===== src/rtl/ssg_pkg.sv =====
`timescale 1ns/1ps
package ssg_pkg;
  // Direction code carried in bit 0 of a correction table word.
  typedef enum logic {
    STEP_DN = 1'b0,
    STEP_UP = 1'b1
  } step_e;
endpackage


===== src/rtl/ssg_intv_ctrl.sv =====
`timescale 1ns/1ps
module ssg_intv_ctrl
  import ssg_pkg::*;
#(
  parameter int INTV_W = 8
) (
  input  logic              clk,
  input  logic              rst_n,
  input  logic              line_start,
  input  logic [INTV_W-1:0] init_intv,
  input  logic              apply,
  input  step_e             dir,
  output logic [INTV_W-1:0] intv_q,
  output logic [INTV_W-1:0] intv_nxt
);
  localparam logic [INTV_W-1:0] IMAX = '1;
  localparam logic [INTV_W-1:0] IMIN = INTV_W'(1);

  logic [INTV_W-1:0] adj;
  logic [INTV_W-1:0] intv_d;
  logic              intv_en;

  // one-step change, clamped at both ends
  always_comb begin
    if (dir == STEP_UP) adj = (intv_q == IMAX) ? intv_q : intv_q + IMIN;
    else                adj = (intv_q <= IMIN) ? IMIN   : intv_q - IMIN;
  end

  assign intv_nxt = apply ? adj : intv_q;

  always_comb begin
    intv_en = line_start | apply;
    if (line_start) intv_d = (init_intv == '0) ? IMIN : init_intv;
    else            intv_d = intv_nxt;
  end

  always_ff @(posedge clk or negedge rst_n) begin
    if (!rst_n)       intv_q <= IMIN;
    else if (intv_en) intv_q <= intv_d;
  end
endmodule


===== src/rtl/ssg_tbl_fetch.sv =====
`timescale 1ns/1ps
module ssg_tbl_fetch
  import ssg_pkg::*;
#(
  parameter int ADDR_W = 6,
  parameter int FP_W   = 12
) (
  input  logic              clk,
  input  logic              rst_n,
  input  logic              line_start,
  input  logic              advance,
  input  logic [FP_W-1:0]   fp_probe,
  input  logic [FP_W:0]     tbl_data,
  output logic              tbl_rd,
  output logic [ADDR_W-1:0] tbl_addr,
  output logic              match,
  output step_e             match_dir
);
  localparam int ENT_W = FP_W + 1;

  logic [ADDR_W-1:0] ptr_q, ptr_d;
  logic              pend_q;
  logic [ENT_W-1:0]  ent_q;
  logic [ENT_W-1:0]  cur;
  logic [FP_W-1:0]   cur_fp;
  logic              cur_end;

  always_comb begin
    if (line_start)   ptr_d = '0;
    else if (advance) ptr_d = ptr_q + ADDR_W'(1);
    else              ptr_d = ptr_q;
  end

  assign tbl_rd   = line_start | advance;
  assign tbl_addr = ptr_d;

  // word just read is used straight from the port, then held locally
  assign cur       = pend_q ? tbl_data : ent_q;
  assign cur_fp    = cur[ENT_W-1:1];
  assign cur_end   = &cur_fp;
  assign match     = !cur_end && (cur_fp == fp_probe);
  assign match_dir = step_e'(cur[0]);

  always_ff @(posedge clk or negedge rst_n) begin
    if (!rst_n)      ptr_q <= '0;
    else if (tbl_rd) ptr_q <= ptr_d;
  end

  always_ff @(posedge clk or negedge rst_n) begin
    if (!rst_n) pend_q <= 1'b0;
    else        pend_q <= tbl_rd;
  end

  always_ff @(posedge clk or negedge rst_n) begin
    if (!rst_n)      ent_q <= '1;
    else if (pend_q) ent_q <= tbl_data;
  end
endmodule


===== src/rtl/ssg_timer.sv =====
`timescale 1ns/1ps
module ssg_timer #(
  parameter int DLY_W  = 11,
  parameter int INTV_W = 8,
  parameter int FP_W   = 12
) (
  input  logic              clk,
  input  logic              rst_n,
  input  logic              line_start,
  input  logic [DLY_W-1:0]  init_dly,
  input  logic [FP_W-1:0]   samples,
  input  logic [INTV_W-1:0] intv_nxt,
  output logic              fire,
  output logic [FP_W-1:0]   fpc_next,
  output logic              strobe,
  output logic [FP_W-1:0]   fp_count
);
  localparam int CNT_W = (DLY_W > INTV_W) ? DLY_W : INTV_W;

  logic [CNT_W-1:0] cnt_q, cnt_d;
  logic             act_q, act_d;
  logic [FP_W-1:0]  fpc_q, fpc_d;
  logic [FP_W-1:0]  smp_q, smp_d;
  logic             stb_q, stb_d;

  assign fire     = act_q && (cnt_q == '0);
  assign fpc_next = fpc_q + FP_W'(1);

  always_comb begin
    cnt_d = cnt_q;
    act_d = act_q;
    fpc_d = fpc_q;
    smp_d = smp_q;
    stb_d = 1'b0;
    if (line_start) begin
      cnt_d = CNT_W'(init_dly);
      act_d = (samples != '0);
      fpc_d = '0;
      smp_d = samples;
    end else if (fire) begin
      stb_d = 1'b1;
      fpc_d = fpc_next;
      cnt_d = CNT_W'(intv_nxt) - CNT_W'(1);
      act_d = (fpc_next != smp_q);
    end else if (act_q) begin
      cnt_d = cnt_q - CNT_W'(1);
    end
  end

  always_ff @(posedge clk or negedge rst_n) begin
    if (!rst_n) begin
      cnt_q <= '0;
      act_q <= 1'b0;
      fpc_q <= '0;
      smp_q <= '0;
      stb_q <= 1'b0;
    end else begin
      cnt_q <= cnt_d;
      act_q <= act_d;
      fpc_q <= fpc_d;
      smp_q <= smp_d;
      stb_q <= stb_d;
    end
  end

  assign strobe   = stb_q;
  assign fp_count = fpc_q;
endmodule


===== src/rtl/sample_strobe_gen.sv =====
`timescale 1ns/1ps
module sample_strobe_gen
  import ssg_pkg::*;
#(
  parameter int INTV_W = 8,
  parameter int DLY_W  = 11,
  parameter int FP_W   = 12,
  parameter int ADDR_W = 6
) (
  input  logic              clk,
  input  logic              rst_n,
  input  logic              line_start,
  input  logic [INTV_W-1:0] init_intv,
  input  logic [DLY_W-1:0]  init_dly,
  input  logic [FP_W-1:0]   samples,
  output logic              tbl_rd,
  output logic [ADDR_W-1:0] tbl_addr,
  input  logic [FP_W:0]     tbl_data,
  output logic              strobe,
  output logic [FP_W-1:0]   fp_count
);
  logic [1:0]        rst_sync;
  logic              rst_int_n;
  logic              fire;
  logic              match;
  logic              apply;
  step_e             match_dir;
  logic [FP_W-1:0]   fpc_next;
  logic [INTV_W-1:0] intv_q;
  logic [INTV_W-1:0] intv_nxt;

  // asynchronous assert, synchronous release
  always_ff @(posedge clk or negedge rst_n) begin
    if (!rst_n) rst_sync <= 2'b00;
    else        rst_sync <= {rst_sync[0], 1'b1};
  end
  assign rst_int_n = rst_sync[1];

  assign apply = fire & match;

  ssg_timer #(.DLY_W(DLY_W), .INTV_W(INTV_W), .FP_W(FP_W)) u_timer (
    .clk        (clk),
    .rst_n      (rst_int_n),
    .line_start (line_start),
    .init_dly   (init_dly),
    .samples    (samples),
    .intv_nxt   (intv_nxt),
    .fire       (fire),
    .fpc_next   (fpc_next),
    .strobe     (strobe),
    .fp_count   (fp_count)
  );

  ssg_intv_ctrl #(.INTV_W(INTV_W)) u_intv (
    .clk        (clk),
    .rst_n      (rst_int_n),
    .line_start (line_start),
    .init_intv  (init_intv),
    .apply      (apply),
    .dir        (match_dir),
    .intv_q     (intv_q),
    .intv_nxt   (intv_nxt)
  );

  ssg_tbl_fetch #(.ADDR_W(ADDR_W), .FP_W(FP_W)) u_fetch (
    .clk        (clk),
    .rst_n      (rst_int_n),
    .line_start (line_start),
    .advance    (apply),
    .fp_probe   (fpc_next),
    .tbl_data   (tbl_data),
    .tbl_rd     (tbl_rd),
    .tbl_addr   (tbl_addr),
    .match      (match),
    .match_dir  (match_dir)
  );
endmodule


===== config.mk =====
export PLATFORM = sky130hd
export DESIGN_NAME = sample_strobe_gen
export DESIGN_NICKNAME = d
export VERILOG_FILES = /design/src/rtl/ssg_pkg.sv /design/src/rtl/ssg_intv_ctrl.sv /design/src/rtl/ssg_tbl_fetch.sv /design/src/rtl/ssg_timer.sv /design/src/rtl/sample_strobe_gen.sv
export SDC_FILE = /design/constraint.sdc
export NUM_CORES = 1
export LEC_CHECK = 0
export CORE_MARGIN = 4
export CORE_UTILIZATION = 50
export DETAILED_ROUTE_END_ITERATION = 16
export PLACE_DENSITY_LB_ADDON = 0.1
export SYNTH_ARGS = -nofsm -noshare
export SYNTH_HDL_FRONTEND = slang
export SYNTH_SLANG_ARGS = --single-unit
export TNS_END_PERCENT = 10

===== constraint.sdc =====
create_clock -name clk -period 5.61 [get_ports clk]
set_input_delay 1.4025 -clock clk [delete_from_list [all_inputs] [get_ports clk]]
set_output_delay 1.4025 -clock clk [all_outputs]
set_load 0.02 [all_outputs]

==> results of run 1 <==
## logic make-up after synthesis
family,after synthesis,share of synthesized area
other cells,1,0.000847
buf+inv,41,0.0384
flops,67,0.383
compound gates,92,0.127
simple gates,172,0.208
mux,35,0.0876
xor+xnor,54,0.133
fa+ha+maj,8,0.0226
## layer usage
metal  track usage  wire length [µm]
met3        0.0355               589
met5             0                 0
met4        0.0787               202
met1         0.293              4970
met2         0.361              5350
## cells in the final DEF (no fill, tap or decap), types with 3 or more instances in the layout
cell type,synthesis,routed
or3_1,15,14
dfrtp_1,53,52
nor2b_1,5,5
buf_4,0,21
o211ai_1,3,3
a21oi_1,30,29
xor3_1,6,6
buf_2,1,3
ha_1,8,8
nor4_1,10,10
o21ai_0,24,23
o311ai_0,3,3
clkdlybuf4s50_1,0,55
inv_1,16,16
and3_1,9,9
nor2_1,37,37
nand2b_1,4,4
dfstp_2,14,14
mux2_4,1,3
mux2_2,26,24
o21ai_1,4,5
nor3_1,10,10
mux2i_1,8,8
xnor2_1,25,25
nand4_1,13,13
clkbuf_8,0,9
o31ai_1,4,4
dlygate4sd2_1,0,3
a31oi_1,7,7
nand2_1,37,37
or4_1,4,4
xor2_1,21,21
nand3_1,16,16
dlymetal6s2s_1,0,3
## registers in the layout, indices dropped and copies added (netlist names), 2 cells and up
| signal | cells |
|---|---|
| u_fetch.ptr_q | 6 |
| rst_sync | 2 |
| u_timer.smp_q | 12 |
| u_timer.fp_count | 12 |
| u_fetch.ent_q | 13 |
| u_intv.intv_q | 8 |
| u_timer.cnt_q | 11 |
## per-stage QoR
step                setup TNS, ps  total power, mW   util
floorplan                       0            0.713      -
global placement            -3650            0.794  0.606
detailed placement          -4150            0.798  0.606
CTS                             0             1.20  0.629
global route                    0             1.25  0.630
finish                          0             1.20  0.630
## what timing repair did
item	CTS	global route
pin swaps	4	5
buffers inserted	1	0
endpoints found under the setup margin	7	4
resized for setup	17	11
gates cloned	0	0
## layout make-up
cell class	count	share of cell area
clock buffers	10	0.0233
clock inverters	6	0.0123
inverters	17	0.0117
multi-input cells	362	0.471
flip-flops and latches	67	0.310
well taps	108	0.0247
repair buffers	87	0.147
## where the power goes
group | total (mW) | switching, mW | internal, mW | leakage [nW]
combinational | 0.231 | 0.113 | 0.119 | 1.40
clock | 0.406 | 0.200 | 0.206 | 0.0925
sequential | 0.559 | 0.0345 | 0.524 | 0.805
## worst max-delay path: stages
cell	delay [ps]
clkdlybuf4s50_1	410
mux2_2	290
xor2_1	150
or4_4	430
nor4_4	310
nand4b_4	150
or2_1	260
or3_4	380
a21oi_2	160
buf_6	130
## final timing paths
kind	startpoint	to	depth (start not counted)
max in group asynchronous	rst_n	rst_sync[1]$_DFF_PN0_	1
max reg2reg	u_timer.fp_count[1]$_DFFE_PN0P_	u_timer.cnt_q[6]$_DFFE_PN0P_	17
min in group asynchronous	rst_sync[1]$_DFF_PN0_	u_fetch.ptr_q[3]$_DFFE_PN0P_	1
min reg2reg	rst_sync[0]$_DFF_PN0_	rst_sync[1]$_DFF_PN0_	0
min	rst_sync[0]$_DFF_PN0_	rst_sync[1]$_DFF_PN0_	0
max	tbl_data[2]	tbl_addr[5]	10
==> metrics.csv, run 1 <==
metric,value,unit
status,finished clean,
synth_ff_type,dfrtp_1,
peakVddDrop,145,µV
die_height,102,µm
cts_hold_buf,0,
drv_slew,0,
grt_pass1_vias,3815,
place.gp.congestion,0.862,
hold_class,flip-flop to flip-flop,
ys_top_cells_by_count,"dfrtp_1, nand2_1, nor2_1, a21oi_1, mux2_2",
post-synth-top-count-cell,dfrtp_1,
std_cell_rows,34,
dpl.hpwl,8170,µm
critPathArrivalTime,4080,ps
cts_buffer_depth,2,
dpl_cell_area,5260,µm²
dr.first_iter.drc_count,218,
min_period_over_period,0.977,
postSynthNetCount,525,
dp_slack,-723,ps
rsz0062_at_grt,no,
die_w,102,µm
async_flop_share,1.00,
finalHoldViolCount,0,
power.density,219,nW/µm²
final.setup.worst_slack,126,ps
synth-seq-cells,67,
ff_latch_area,1700,µm²
h-tree-depth,3,
vias_per_cell,5.82,
timing.final.crit_period,5480,ps
die_area,10400,µm²
io_buffers,66,
ys_seq_area_frac,0.383,
drive_above_1_share,0.168,
critPathRequiredTime,4210,ps
post_layout_nonfiller_instances,657,
synth_cells,470,
layout.nets,599,
worst_slew_pin_slew,1110,ps
synth_edf_count,0,
design_area,5470,µm²
start_kind,primary input,
diodes,0,
dp_cells,640,
grt-ovfl-total,0,
worstSetupPathType,primary input to output pin,
setup_viol_count_final,0,
io_pins,67,
vias,3826,
fmax,0.182,GHz
fin_skew,8.38,ps
post-route-drc-count,0,
wl_per_cell,16.9,µm
clk_latency,350,ps
cts-root-buf,clkbuf_8,
grt_start_max_net_pins,66,
grt_pass1_wl,18200,µm
drv_cap,0,
syn_avg_cell_area,9.42,µm²
yosysTopAreaCell,dfrtp_1,
multiInputGateArea,2580,µm²
synth.top_cell.area_share,0.300,
numCtsBuffers,9,
yosysWarnings,0,
synth_top_cells_by_area,"dfrtp_1, dfstp_2, mux2_2",
grt.total_usage,0.219,
wirelength,11100,µm
start_util,0.510,
core_area,8680,µm²
p_leak,2.30,nW
synth_area,4430,µm²
nFillCells,754,
cts_tree,built,
slew_headroom,0.258,
r2r_setup_slack,990,ps
area.growth.synth_to_final,23.6,%
end_kind,output pin,
path_max_fanout,3,
holdWs,361,ps
grt_antenna_before_repair,0,
clock_sinks,67,
synth_cell_type_count,56,
dr.pass1.iters,4,
ant_nets,0,
cts.clk_slew.worst_paths,70,ps
No activity file was read; power rests on OpenSTA's default activity.
==> run 2, diff against run 1 <==
- CTS_CLUSTER_SIZE: not set -> 8
- SKIP_CTS_REPAIR_TIMING: not set -> 1
==> metrics.csv, run 2 (synthesis results as in run 1) <==
metric,value,unit
status,"finished, violations left",
violations,setup timing,
grt-ovfl-total,0,
cts-root-buf,clkbuf_8,
cp_top_family,simple AND/OR/NAND/NOR gates,
p_leak,2.28,nW
clock_sinks,67,
final.setup.worst_slack,-124,ps
finalHoldViolCount,0,
diodes,0,
io_buffers,66,
post-route-drc-count,0,
path_max_fanout,3,
critPathRequiredTime,4210,ps
worst-path-buf-inv,2,
core_area,8680,µm²
tns,-175,ps
largest_reg_flops,13,
vias,3819,
end_kind,output pin,
post_layout_nonfiller_instances,657,
final_cell_mix,"clkdlybuf4s50_1, dfrtp_1, nor2_1, nand2_1, a21oi_1",
start_kind,primary input,
slew_headroom,0.240,
crit_chain,"clkdlybuf4s50_1, mux2_4, xor3_1, or4_4, nor4_4, nand4b_4, or2_1, or3_1, a21oi_2, buf_4",
hold_class,flip-flop to flip-flop,
dpl_cell_area,5260,µm²
worstSetupPathType,primary input to output pin,
swShare,0.290,
worst_slew_pin_slew,1140,ps
area.growth.synth_to_final,23.3,%
ant_nets,0,
start_util,0.510,
wirelength,11100,µm
dr.pass1.iters,5,
dr.first_iter.drc_count,280,
hp-start,rst_sync[0]$_DFF_PN0_,
drv_slew,0,
std_cell_rows,34,
layout.nets,599,
cts_tree,built,
combPwrFrac,0.194,
pwr-share-clk,0.340,
wl_per_cell,16.8,µm
p_int,849,µW
io_pins,67,
critPathArrivalTime,4330,ps
peakVddDrop,145,µV
vias_per_cell,5.81,
timing.final.crit_period,5730,ps
grt_pass1_vias,3814,
power.density,219,nW/µm²
top_register,u_fetch.ent_q,
grt_pass1_wl,18100,µm
drv_cap,0,
startpoint,tbl_data[5],
rsz0062_at_grt,yes,
grt.total_usage,0.219,
fmax,0.174,GHz
p_sw,347,µW
utilization,0.629,
r2r_start,u_timer.fp_count[1]$_DFFE_PN0P_,
min_period_over_period,1.02,
numCtsBuffers,9,
dp_cells,640,
place.gp.congestion,0.862,
drive_above_1_share,0.168,
die_area,10400,µm²
grt_antenna_before_repair,0,
cp_slowest_cell,or4_4,
die_w,102,µm
cts_buffer_depth,2,
dpl.hpwl,8170,µm
holdWs,361,ps
setup_viol_count_final,2,
h-tree-depth,3,
fin_skew,8.68,ps
design_area,5460,µm²
die_height,102,µm
cts.clk_slew.worst_paths,70,ps
power_frac_seq,0.467,
clk_latency,350,ps
cp_slowest_stage_delay,550,ps
mostFrequentLayoutCell,clkdlybuf4s50_1,
grt_start_max_net_pins,66,
[run 2: changes by cell type in the layout (fill, tap and decap cells not counted), sizes merged]
cell and change:
dlygate4sd2 -3, clkdlybuf4s50 +3, dlymetal6s2s -1, buf +1
[run 2: per-layer routing]
metal / part of all wire / global-route usage / vias to the layer above
met2: 0.48 / 0.360 / 130
met1: 0.45 / 0.292 / 1820
met3: 0.053 / 0.0355 / 22
met4: 0.020 / 0.0787 / 0
li1: - / - / 1847
met5: 0 / 0 / -
[run 2: worst paths after layout]
path | to | slack (ps) | cells after the start
setup / recovery | tbl_addr[5] | -120 | 10
hold reg to reg | rst_sync[1]$_DFF_PN0_ | 360 | 0
setup reg to reg | u_timer.cnt_q[6]$_DFFE_PN0P_ | 1100 | 17
hold / removal | rst_sync[1]$_DFF_PN0_ | 360 | 0
min in group asynchronous | u_fetch.ptr_q[3]$_DFFE_PN0P_ | 430 | 1
max in group asynchronous | rst_sync[1]$_DFF_PN0_ | 4270 | 1
[run 2: final cells by class]
type | count | area (µm²)
fillers | 760 | 3220
multi-input cells | 362 | 2570
flip-flops and latches | 67 | 1700
repair buffers | 87 | 803
well taps | 108 | 135
clock buffers | 10 | 128
clock inverters | 6 | 67.6
inverters | 17 | 63.8
[run 2: stage by stage]
step           setup WS (ps)  total power, mW
4_1_cts                 -742             1.20
3_3_place_gp            -699            0.794
3_5_place_dp            -723            0.798
6_report                -124             1.20
2_1_floorplan           47.2            0.713
5_1_grt                 -248             1.25
[run 2: worst register-to-register path: stages, from the launching register on]
cell and delay, ps:
dfrtp_1 500, ha_1 290, and3_1 240, xor3_1 240, or4_4 550, nor4_4 240
nand4b_4 150, buf_4 230, or3_1 400, o21ai_1 140, ha_1 210, nand2_1 60
nor2_1 100, nand4_1 90, mux2_2 320, xnor2_1 270, nand2_1 90, a31o_2 290
[run 2: power groups by stage]
stage	clock network [mW]	logic, mW	registers, mW
6_report	0.406	0.232	0.559
5_1_grt	0.432	0.255	0.564
4_1_cts	0.413	0.232	0.558
3_5_place_dp	0	0.231	0.567
3_3_place_gp	0	0.228	0.566
2_1_floorplan	0	0.153	0.560
